`config.mk`:
```
export PLATFORM = sky130hd
export DESIGN_NAME = lvl_irq_ctrl
export DESIGN_NICKNAME = d
export VERILOG_FILES = /design/src/rtl/irq_ctl_pkg.sv /design/src/rtl/irq_sync.sv /design/src/rtl/irq_regs.sv /design/src/rtl/irq_route.sv /design/src/rtl/lvl_irq_ctrl.sv
export SDC_FILE = /design/constraint.sdc
export NUM_CORES = 1
export LEC_CHECK = 0
export CELL_PAD_IN_SITES_DETAIL_PLACEMENT = 1
export CELL_PAD_IN_SITES_GLOBAL_PLACEMENT = 1
export CORE_UTILIZATION = 32
export DETAILED_ROUTE_END_ITERATION = 8
export GPL_ROUTABILITY_DRIVEN = 0
export PLACE_DENSITY = 0.62
export SYNTH_ARGS = -nofsm -noshare
export SYNTH_HDL_FRONTEND = slang
export SYNTH_SLANG_ARGS = --single-unit
export TNS_END_PERCENT = 30
```
`constraint.sdc`:
```
create_clock -name clk -period 1.85 [get_ports clk]
set_input_delay 0.37 -clock clk [delete_from_list [all_inputs] [get_ports clk]]
set_output_delay 0.37 -clock clk [all_outputs]
set_load 0.01 [all_outputs]
```
`src/rtl/irq_ctl_pkg.sv`:
```
package irq_ctl_pkg;

  localparam int unsigned WORD_W = 32;
  localparam int unsigned OFS_W  = 8;
  localparam int unsigned N_LINE = 2;

  // register byte offsets
  typedef enum logic [OFS_W-1:0] {
    OFS_PEND0 = 8'h00,
    OFS_PEND1 = 8'h04,
    OFS_STEER = 8'h20,
    OFS_LEVEL = 8'h30,
    OFS_ENSET = 8'h34,
    OFS_ENCLR = 8'h38
  } reg_ofs_e;

  typedef logic [WORD_W-1:0] word_t;

endpackage

```
`src/rtl/irq_sync.sv`:
```
module irq_sync #(
  parameter int unsigned W      = 32,
  parameter int unsigned STAGES = 2
) (
  input  logic         clk,
  input  logic         rst_n,
  input  logic [W-1:0] d,
  output logic [W-1:0] q
);

  logic [STAGES-1:0][W-1:0] chain;

  always_ff @(posedge clk or negedge rst_n) begin
    if (!rst_n) begin
      chain <= '0;
    end else begin
      chain[0] <= d;
      for (int s = 1; s < STAGES; s++) chain[s] <= chain[s-1];
    end
  end

  assign q = chain[STAGES-1];

endmodule

```
`src/rtl/irq_regs.sv`:
```
module irq_regs
  import irq_ctl_pkg::*;
#(
  parameter int unsigned N_SRC = 32
) (
  input  logic             clk,
  input  logic             rst_n,
  input  logic             wr_stb,
  input  logic [OFS_W-1:0] wr_ofs,
  input  logic [N_SRC-1:0] wr_data,
  output logic [N_SRC-1:0] en_q,
  output logic [N_SRC-1:0] steer_q,
  output logic             master_en
);

  localparam int unsigned MASTER_BIT = N_SRC - 1;

  logic hit_set, hit_clr, hit_steer;

  always_comb begin
    hit_set   = wr_stb && (wr_ofs == OFS_ENSET);
    hit_clr   = wr_stb && (wr_ofs == OFS_ENCLR);
    hit_steer = wr_stb && (wr_ofs == OFS_STEER);
  end

  always_ff @(posedge clk or negedge rst_n) begin
    if (!rst_n) begin
      en_q    <= '0;
      steer_q <= '0;
    end else begin
      if (hit_set)   en_q    <= en_q | wr_data;
      if (hit_clr)   en_q    <= en_q & ~wr_data;
      if (hit_steer) steer_q <= wr_data;
    end
  end

  assign master_en = en_q[MASTER_BIT];

  // every written one is set afterwards
  a_r2_set_bits: assert property (@(posedge clk) disable iff (!rst_n)
    hit_set |=> ((en_q & $past(wr_data)) == $past(wr_data)));
  // every written one is cleared afterwards
  a_r3_clear_bits: assert property (@(posedge clk) disable iff (!rst_n)
    hit_clr |=> ((en_q & $past(wr_data)) == '0));
  // other offsets leave the enables untouched
  a_r11_en_kept: assert property (@(posedge clk) disable iff (!rst_n)
    !(hit_set || hit_clr) |=> $stable(en_q));
  // steering only moves on its own offset
  a_r5_steer_kept: assert property (@(posedge clk) disable iff (!rst_n)
    !hit_steer |=> $stable(steer_q));

endmodule

```
`src/rtl/irq_route.sv`:
```
module irq_route
  import irq_ctl_pkg::*;
#(
  parameter int unsigned N_SRC = 32
) (
  input  logic                         clk,
  input  logic                         rst_n,
  input  logic [N_SRC-1:0]             level,
  input  logic [N_SRC-1:0]             en,
  input  logic [N_SRC-1:0]             steer,
  input  logic                         master_en,
  output logic [N_LINE-1:0][N_SRC-1:0] pend,
  output logic [N_LINE-1:0]            line
);

  for (genvar o = 0; o < N_LINE; o++) begin : g_line
    logic [N_SRC-1:0] sel;
    if (o == 0) begin : g_l0
      assign sel = ~steer;
    end else begin : g_l1
      assign sel = steer;
    end
    assign pend[o] = level & en & sel;
    assign line[o] = master_en & (|pend[o]);
  end

  // a source never pends on both lines
  a_r6_disjoint: assert property (@(posedge clk) disable iff (!rst_n)
    (pend[0] & pend[1]) == '0);

endmodule

```
`src/rtl/lvl_irq_ctrl.sv`:
```
module lvl_irq_ctrl
  import irq_ctl_pkg::*;
#(
  parameter int unsigned SYNC_STAGES = 2
) (
  input  logic              clk,
  input  logic              rst_n,
  input  logic [WORD_W-1:0] src_lvl,
  input  logic              bus_wr,
  input  logic              bus_rd,
  input  logic [OFS_W-1:0]  bus_addr,
  input  logic [WORD_W-1:0] bus_wdata,
  output logic [WORD_W-1:0] bus_rdata,
  output logic              irq_out0,
  output logic              irq_out1
);

  localparam int unsigned N_SRC = WORD_W;

  word_t                         level, en, steer;
  logic                          master_en;
  logic [N_LINE-1:0][N_SRC-1:0] pend;
  logic [N_LINE-1:0]             line;
  word_t                         rd_mux;

  irq_sync #(.W(N_SRC), .STAGES(SYNC_STAGES)) u_sync (
    .clk(clk), .rst_n(rst_n), .d(src_lvl), .q(level)
  );

  irq_regs #(.N_SRC(N_SRC)) u_regs (
    .clk(clk), .rst_n(rst_n), .wr_stb(bus_wr), .wr_ofs(bus_addr),
    .wr_data(bus_wdata), .en_q(en), .steer_q(steer), .master_en(master_en)
  );

  irq_route #(.N_SRC(N_SRC)) u_route (
    .clk(clk), .rst_n(rst_n), .level(level), .en(en), .steer(steer),
    .master_en(master_en), .pend(pend), .line(line)
  );

  always_comb begin
    case (bus_addr)
      OFS_PEND0: rd_mux = pend[0];
      OFS_PEND1: rd_mux = pend[1];
      OFS_STEER: rd_mux = steer;
      OFS_LEVEL: rd_mux = level;
      OFS_ENSET,
      OFS_ENCLR: rd_mux = en;
      default:   rd_mux = '0;
    endcase
  end

  always_ff @(posedge clk or negedge rst_n) begin
    if (!rst_n)      bus_rdata <= '0;
    else if (bus_rd) bus_rdata <= rd_mux;
  end

  assign irq_out0 = line[0];
  assign irq_out1 = line[1];

  // master bit gates both lines
  a_r4_master_gate: assert property (@(posedge clk) disable iff (!rst_n)
    !master_en |-> (!irq_out0 && !irq_out1));
  // read data holds between reads
  a_r10_rdata_hold: assert property (@(posedge clk) disable iff (!rst_n)
    !bus_rd |=> $stable(bus_rdata));
  // a line only rises with a pending source on it
  a_r7_line_cause: assert property (@(posedge clk) disable iff (!rst_n)
    irq_out1 |-> ((level & en & steer) != '0));

endmodule

```
Word level (Yosys, flattened, before mapping)
Cells that the tools add are included.
Widths: inputs -> output; s select.
{ "op_classes": {"eq_ne": 5, "muxes": 3, "bitwise_logic": 9, "reduce_logical": 8} }
{ "op_table": {"columns": ["op", "count"], "rows": [
  ["$pmux 32 s5", 1],
  ["$and 32x32->32", 4],
  ["$mux 32", 2],
  ["$not 32->32", 2],
  ["$reduce_or 32->1", 2],
  ["$eq 8x6->1 const B", 4],
  ["$or 32x32->32", 1],
  ["$eq 8x3->1 const B", 1],
  ["$logic_not 8->1", 1],
  ["$logic_and 1x1->1", 3],
  ["$and 1x1->1", 2],
  ["$reduce_bool 2->1", 1],
  ["$reduce_or 2->1", 1]
]} }
{ "word_totals": {"regBits": 160, "in_bits": 76, "wordCells": 30} }

Logic depth before layout (Yosys ltp)
Gate-level depths: netlist (run 1).
{ "depth": {"depth_word": 4, "mapped_depth": 7, "mapped_depth_nobuf": 4} }

Modules after synthesis
From an unflattened synthesis (run 1), not the netlist that was laid out.
{ "hier_totals": {"cells_unflattened": 718, "hier_area_um2": 8126.5} }
{ "modules_own_cells": {"columns": ["module", "instances", "cells_per_inst", "area_per_inst_um2"], "rows": [
  ["irq_regs", 1, 221, 2919.0],
  ["lvl_irq_ctrl", 1, 280, 2603.7],
  ["irq_sync", 1, 96, 1841.8],
  ["irq_route", 1, 121, 762.0]
]} }

Worst setup path after synthesis (run 1)
OpenSTA, ideal clock, no wires.
{ "synth_path": {"kind": "input to register", "start": "input port bus_addr[7]", "end": "register u_regs.steer_q[10]", "arrival_ns": 1.514, "t_required_ns": 1.725, "slack_ns": 0.210, "cell_stages": 5, "path_buffers": 1, "path_cell_list": "or2_1 -> nor3b_2 -> nand4_2 -> buf_6 -> mux2_4"} }
{ "synth_between": {"elab_chain_cells": 2} }
{ "synth_rtl": {"columns": ["element", "line", "text"], "rows": [
  ["from (decl)", "lvl_irq_ctrl.sv:11", "input logic [OFS_W-1:0] bus_addr,"],
  ["$eq 8x6->1", "irq_regs.sv:23", "hit_steer = wr_stb && (wr_ofs == OFS_STEER);"],
  ["$logic_and 1x1->1", "irq_regs.sv:23", null],
  ["to (signal assigned)", "irq_regs.sv:33", "if (hit_steer) steer_q <= wr_data;"],
  ["to (decl)", "irq_regs.sv:12", "output logic [N_SRC-1:0] steer_q,"]
]} }
Every way passes these cells.
A chain may end at the register's enable or synchronous reset.

Worst setup path after layout (run 1)
{ "layout_path": {"start": "register u_regs.steer_q[23]", "end": "output port irq_out1"} }
{ "layout_between": {"elab_chain_cells": 3} }
{ "layout_rtl": {"columns": ["element", "line", "text"], "rows": [
  ["$and 32x32->32", "irq_route.sv:23", "assign pend[o] = level & en & sel;"],
  ["$reduce_or 32->1", "irq_route.sv:24", "assign line[o] = master_en & (|pend[o]);"],
  ["$and 1x1->1", "irq_route.sv:24", null],
  ["to (decl)", "lvl_irq_ctrl.sv:15", "output logic irq_out1"]
]} }
Every way passes these cells.

==> results of run 1 <==
[through the flow]
stage          std cells  power (mW)  TNS (ps)
3_3_place_gp        1093        4.81    -26970
4_1_cts             1129        8.79      -783
5_1_grt             1141        9.11     -1480
2_1_floorplan        638        4.17         0
6_report            1141        8.80      -596
3_5_place_dp        1093        4.86    -30580
[cell families after synthesis]
| kind of cell | share of synthesized area |
|---|---|
| xor gates and xnor gates | 0.0400 |
| and+or+nand+nor | 0.146 |
| AOI/OAI and AO/OA | 0.167 |
| muxes | 0.0654 |
| buffers and inverters | 0.0284 |
| DFF | 0.553 |
[synth_stat cells (2+ instances only)]
cell type / instances
nand3_1: 32
buf_6: 3
dfrtp_1: 160
o2111ai_1: 2
buf_2: 20
and3_1: 32
nor2_1: 35
nor3b_2: 2
o22ai_1: 12
nor4_1: 5
xnor2_1: 33
nor3_1: 3
nand3b_1: 6
o211ai_1: 33
nor3_2: 3
mux2_2: 2
nor2b_1: 32
a211oi_1: 32
mux2_4: 30
a221oi_1: 32
a21oi_1: 65
nand2_1: 29
clkbuf_1: 15
nand4_1: 8
[what timing repair did]
| action | in CTS | in global routing |
|---|---|---|
| gates resized for setup | 17 | 47 |
| cloned | 0 | 2 |
| setup buffers | 3 | 11 |
| endpoints found under the hold margin | 41 | 0 |
| hold buffers | 1 | 0 |
| endpoints found under the setup margin | 5 | 22 |
| pin swaps | 6 | 20 |
[worst max-delay path: stages, from the launching register on]
cell and delay [ps]:
dfrtp_1 420, nand3_1 110, nand4_1 130, nor4_2 310
buf_4 160, a21oi_2 60, buf_2 150
[how the worst max path moves through the flow]
stage | start | to | slack [ps]
3_3_place_gp | u_sync.q[20] | irq_out0 | -460
6_report | u_regs.steer_q[23] | irq_out1 | -300
3_5_place_dp | u_regs.steer_q[14] | irq_out0 | -440
5_1_grt | u_regs.steer_q[19] | irq_out1 | -380
4_1_cts | u_sync.q[14] | irq_out0 | -410
2_1_floorplan | bus_addr[7] | u_regs.steer_q[10] | 210
[where the power goes]
group | total, mW | switching (mW) | leakage [nW] | internal [mW]
clock | 3.91 | 1.53 | 0.313 | 2.38
combinational | 1.09 | 0.522 | 2.22 | 0.565
sequential | 3.81 | 0.139 | 2.07 | 3.67
[placed cells by master (no fill, tap or decap), types with 3 or more instances in the layout]
| master | n |
|---|---|
| buf_4 | 100 |
| nor4_2 | 3 |
| nand3_1 | 24 |
| nor2b_1 | 32 |
| a211oi_1 | 17 |
| clkinv_4 | 3 |
| and3_1 | 32 |
| nor2_1 | 35 |
| nor4_4 | 3 |
| nand3b_1 | 6 |
| buf_6 | 3 |
| mux2_4 | 30 |
| o22ai_1 | 5 |
| clkdlybuf4s50_1 | 102 |
| clkbuf_16 | 19 |
| buf_12 | 17 |
| clkbuf_8 | 3 |
| a211oi_2 | 15 |
| nand3_2 | 8 |
| dfrtp_1 | 159 |
| xnor2_1 | 32 |
| nand4_1 | 8 |
| a221oi_1 | 29 |
| buf_2 | 4 |
| bufinv_16 | 4 |
| a21oi_1 | 64 |
| o211ai_1 | 33 |
| a221oi_2 | 3 |
| nand2_1 | 25 |
| o22ai_2 | 7 |
| nor3_2 | 4 |
| nand2_2 | 4 |
[metal layers]
layer / up-vias / GRT usage
li1: 2797 / -
met1: 3294 / 0.295
met2: 176 / 0.380
met5: - / 0
met4: 0 / 0.0607
met3: 37 / 0.0478
[cell type report]
| class | count | share of cell area |
|---|---|---|
| Inverter | 1 | 0.000354 |
| Clock inverter | 12 | 0.0170 |
| Timing Repair Buffer | 231 | 0.212 |
| Multi-Input combinational cell | 437 | 0.315 |
| Sequential cell | 160 | 0.378 |
| Clock buffer | 20 | 0.0441 |
| Tap cell | 280 | 0.0331 |
==> results.json, run 1 <==
{
  "outcome": "finished with violations",
  "failed_checks": "DRC, setup timing",
  "routedWlPerCell_um": 22.9,
  "design_area_um2": 10600,
  "fill_cells": 2295,
  "critPathKind": "reg -> out",
  "syn_inst": 638,
  "post-route-util": 0.481,
  "grt_pass1_wl_um": 40200,
  "grt_pass1_vias": 6843,
  "fmax_mhz": 465,
  "critPathMaxFanout": 3,
  "placed_area_um2": 9510,
  "detail-route-antenna-nets": 0,
  "antenna_found_initial": 0,
  "clock_latency_ps": 430,
  "hp-class": "reg -> reg",
  "cp.required_ps": 1480,
  "skew_ps": 11.4,
  "r2r_start": "u_regs.steer_q[28]",
  "synth_top_area_cell": "dfrtp_1",
  "worstSetupEndpointType": "output port",
  "drv_slew": 0,
  "core_um2": 22000,
  "synth.distinct_cells": 36,
  "clock-sinks": 160,
  "track_usage": 0.226,
  "io_buffers": 109,
  "chipHeight_um": 152,
  "post-route-min-period_ps": 2150,
  "worstPathArrival_ps": 1780,
  "dr.pass1.iters": 7,
  "startpoint_type": "flip-flop",
  "finalSetupViolCount": 3,
  "leakagePower_nw": 4.61,
  "htreeDepth": 4,
  "nets": 924,
  "wl_met2_um": 12900,
  "hpwl_um": 16500,
  "netlist.area_leader.share": 0.553,
  "r2r_end": "bus_rdata[28]",
  "hold_viol": 0,
  "n_antenna_cell": 0,
  "wl_met1_um": 11600,
  "initial_core_util": 0.328,
  "clock-root-buffer": "clkbuf_16",
  "synth_seq_cells": 160,
  "viasPerCell": 5.52,
  "clk_pin_slew_ps": 70,
  "hp-start": "u_sync.chain[27]",
  "highest_layer": "met4",
  "place_ws_ps": -438,
  "cts.path.max_buffers": 2,
  "die_x_um": 152,
  "synthFlopType": "dfrtp_1",
  "synthTopCellsByArea": "dfrtp_1 55%, mux2_4 6.2%, a21oi_1 4.5%",
  "multi_input_area_um2": 3340,
  "worst_slew_pin_slew_ps": 518,
  "drv_cap": 0,
  "vias": 6304,
  "yosys_warnings": 0,
  "cts_tree": "yes",
  "cts_made_buffers": 17,
  "seq_area_frac_synth": 0.553,
  "vdd_drop_max_mv": 0.520,
  "final-seq-area_um2": 4010,
  "drt_iter0_markers": 290,
  "io_pins": 110,
  "synth_nets": 714,
  "grt_overflow": 0,
  "area_growth_pct": 46.4,
  "r2r_slack_ps": 340,
  "worstRegToRegCells": 6,
  "syn-cell-area_um2": 7230,
  "wl_met3_um": 1100,
  "syn_area_per_cell_um2": 11.3,
  "synth_edf_count": 0,
  "die_area_um2": 23200,
  "drive_gt1_frac": 0.288,
  "rsz0062_at_grt": "yes",
  "min_path_cells": 0,
  "hold_ws_ps": 349,
  "powerDensity_nw_per_um2": 831,
  "finalWirelength_um": 26200,
  "holdPathEnd": "u_sync.q[27]",
  "drc": 6,
  "grt_max_degree": 66,
  "period_share": 1.16,
  "slew_headroom": 0.654,
  "rows": 54,
  "layout_setup_ws_ps": -298,
  "async_flop_share": 1.00
}
(Power assumes the default switching activity.)
==> inputs of run 2 (changes only) <==
--- a/config.mk
+++ b/config.mk
@@ -9,4 +9,5 @@
 export CELL_PAD_IN_SITES_GLOBAL_PLACEMENT = 1
 export CORE_UTILIZATION = 32
+export CTS_BUF_LIST = sky130_fd_sc_hd__clkbuf_8
 export DETAILED_ROUTE_END_ITERATION = 8
 export GPL_ROUTABILITY_DRIVEN = 0
==> constraint.sdc (replaced) <==
create_clock -name clk -period 1.85 [get_ports clk]
set_input_delay 0.2775 -clock clk [delete_from_list [all_inputs] [get_ports clk]]
set_output_delay 0.2775 -clock clk [all_outputs]
set_load 0.01 [all_outputs]
==> run 2 against run 1 <==
  * The run still ends with DRC, setup timing left
  * Global-route usage is 0.30 points higher
  * Register-to-register slack improved by 70 ps
  * Clock power is 37% lower
  * Worst setup slack lost 13 ps
  * Critical path depth shrank 1
  * Final cell count decreased by 0.53%
  * Flip-flop and latch count did not move
  * Worst hold slack got worse by 120 ps
  * Wire length fell by 1.2%
  * Via count is 0.30% lower
  * Critical endpoint is now irq_out0
==> results.json, run 2 (synthesized netlist as in run 1, its figures left out) <==
{
  "rows": 54,
  "vdd_drop_max_mv": 0.513,
  "post-route-util": 0.459,
  "rsz0062_at_grt": "yes",
  "critPathKind": "reg -> out",
  "skew_ps": 16.5,
  "powerDensity_nw_per_um2": 728,
  "worstSetupEndpointType": "output port",
  "dr.pass1.iters": 7,
  "routedWlPerCell_um": 22.8,
  "critPathLaunch": "u_sync.q[29]",
  "hold_ws_ps": 225,
  "period_share": 1.17,
  "hpwl_um": 17200,
  "drt_iter0_markers": 336,
  "grt_max_degree": 52,
  "finalSetupViolCount": 2,
  "initial_core_util": 0.328,
  "setup.worst_path.end": "irq_out0",
  "total_power_mw": 7.37,
  "internal_power_mw": 5.25,
  "cp.required_ps": 1570,
  "p_sw_frac": 0.288,
  "grt_pass1_wl_um": 40300,
  "outcome": "finished with violations",
  "r2r_slack_ps": 410,
  "track_usage": 0.229,
  "core_um2": 22000,
  "clock_latency_ps": 480,
  "n_antenna_cell": 0,
  "slew_headroom": 0.638,
  "io_buffers": 109,
  "worstRegToRegCells": 6,
  "viasPerCell": 5.54,
  "fin_setup_tns_ps": -623,
  "layout_setup_ws_ps": -311,
  "area_growth_pct": 39.9,
  "worst_slew_pin_slew_ps": 543,
  "chipHeight_um": 152,
  "fmax_mhz": 463,
  "post-route-min-period_ps": 2160,
  "layout_common_cells": "159 x dfrtp_1, 104 x clkdlybuf4s50_1, 91 x buf_4, 64 x a21oi_1, 35 x nor2_1",
  "clock-sinks": 160,
  "finalWirelength_um": 25900,
  "failed_checks": "DRC, setup timing",
  "pwr-share-comb": 0.147,
  "die_x_um": 152,
  "layout_commonest_cell": "dfrtp_1",
  "antenna_found_initial": 0,
  "startpoint_type": "flip-flop",
  "drv_cap": 0,
  "cts_made_buffers": 17,
  "r2r_end": "bus_rdata[18]",
  "worstPathArrival_ps": 1880,
  "p_switching_mw": 2.12,
  "htreeDepth": 4,
  "r2r_start": "u_regs.steer_q[18]",
  "detail-route-antenna-nets": 0,
  "vias": 6285,
  "hold_viol": 0,
  "pwr-share-clk": 0.337,
  "leakagePower_nw": 4.38,
  "drive_gt1_frac": 0.243,
  "cts_tree": "yes",
  "critPathMaxFanout": 2,
  "hp-class": "in -> reg",
  "clock-root-buffer": "clkbuf_8",
  "nets": 918,
  "io_pins": 110,
  "drc": 6,
  "drv_slew": 0,
  "clk_pin_slew_ps": 100,
  "grt_pass1_vias": 7005,
  "power.share.sequential": 0.516,
  "cts.path.max_buffers": 2,
  "grt_overflow": 0,
  "die_area_um2": 23200
}
run 2: cell count changes in the layout (fill, tap and decap cells not counted), sizes merged:
| cell | change |
|---|---|
| inv | +5 |
| buf | -4 |
| bufinv | -4 |
| clkbuf | -3 |
| clkdlybuf4s50 | +2 |
| dlymetal6s2s | -2 |
| clkinv | -1 |
| clkinvlp | +1 |
run 2: final cells by class:
cell class,count,area (um^2)
inverters,1,3.75
clock buffers,19,262
well taps,280,350
fillers,2374,11900
clock inverters,13,104
multi-input cells,437,3190
flip-flops and latches,160,4010
repair buffers,225,2210
run 2: power by group through the flow:
stage	Combinational, mW	Sequential (mW)	Clock (mW)
2_1_floorplan	0.319	3.85	0
3_3_place_gp	0.974	3.85	0
3_5_place_dp	1.02	3.86	0
4_1_cts	1.08	3.80	2.54
5_1_grt	1.17	3.82	2.68
6_report	1.09	3.80	2.48
run 2: layer usage:
layer	vias up	part of all wire	track usage
met5	-	0	0
met4	0	0.019	0.0758
met3	37	0.040	0.0427
met2	172	0.50	0.393
met1	3290	0.44	0.291
li1	2786	-	-
run 2: worst max-delay path, cell delays in order, from the launching register on:
cell       delay (ps)
dfrtp_1           420
nand3b_1          210
o2111ai_1         180
nor3_2            280
a41oi_2           150
buf_2             170
run 2: how the worst min path moves through the flow:
stage	to	startpoint	cells after the start
finish	u_sync.chain[27]	src_lvl[27]	1
global route	u_sync.chain[16]	src_lvl[16]	1
global placement	u_sync.chain[29]	rst_n	1
detailed placement	u_sync.chain[29]	rst_n	1
floorplan	asynchronous set/reset pin	rst_n	0
CTS	u_sync.chain[4]	src_lvl[4]	1
run 2: per-stage QoR:
stage	cell area, um^2	worst slack [ps]	instances
6_report	10100	-311	1135
5_1_grt	10100	-399	1135
4_1_cts	10100	-324	1133
3_5_place_dp	9550	-369	1095
3_3_place_gp	9550	-314	1095
2_1_floorplan	7230	303	638
run 2: what timing repair did:
item / CTS / global route
hold buffers: 1 / 0
pin swaps: 11 / 5
buffers inserted: 5 / 2
resized for setup: 33 / 4
endpoints found under the setup margin: 2 / 2
hold endpoints to repair: 47 / 0
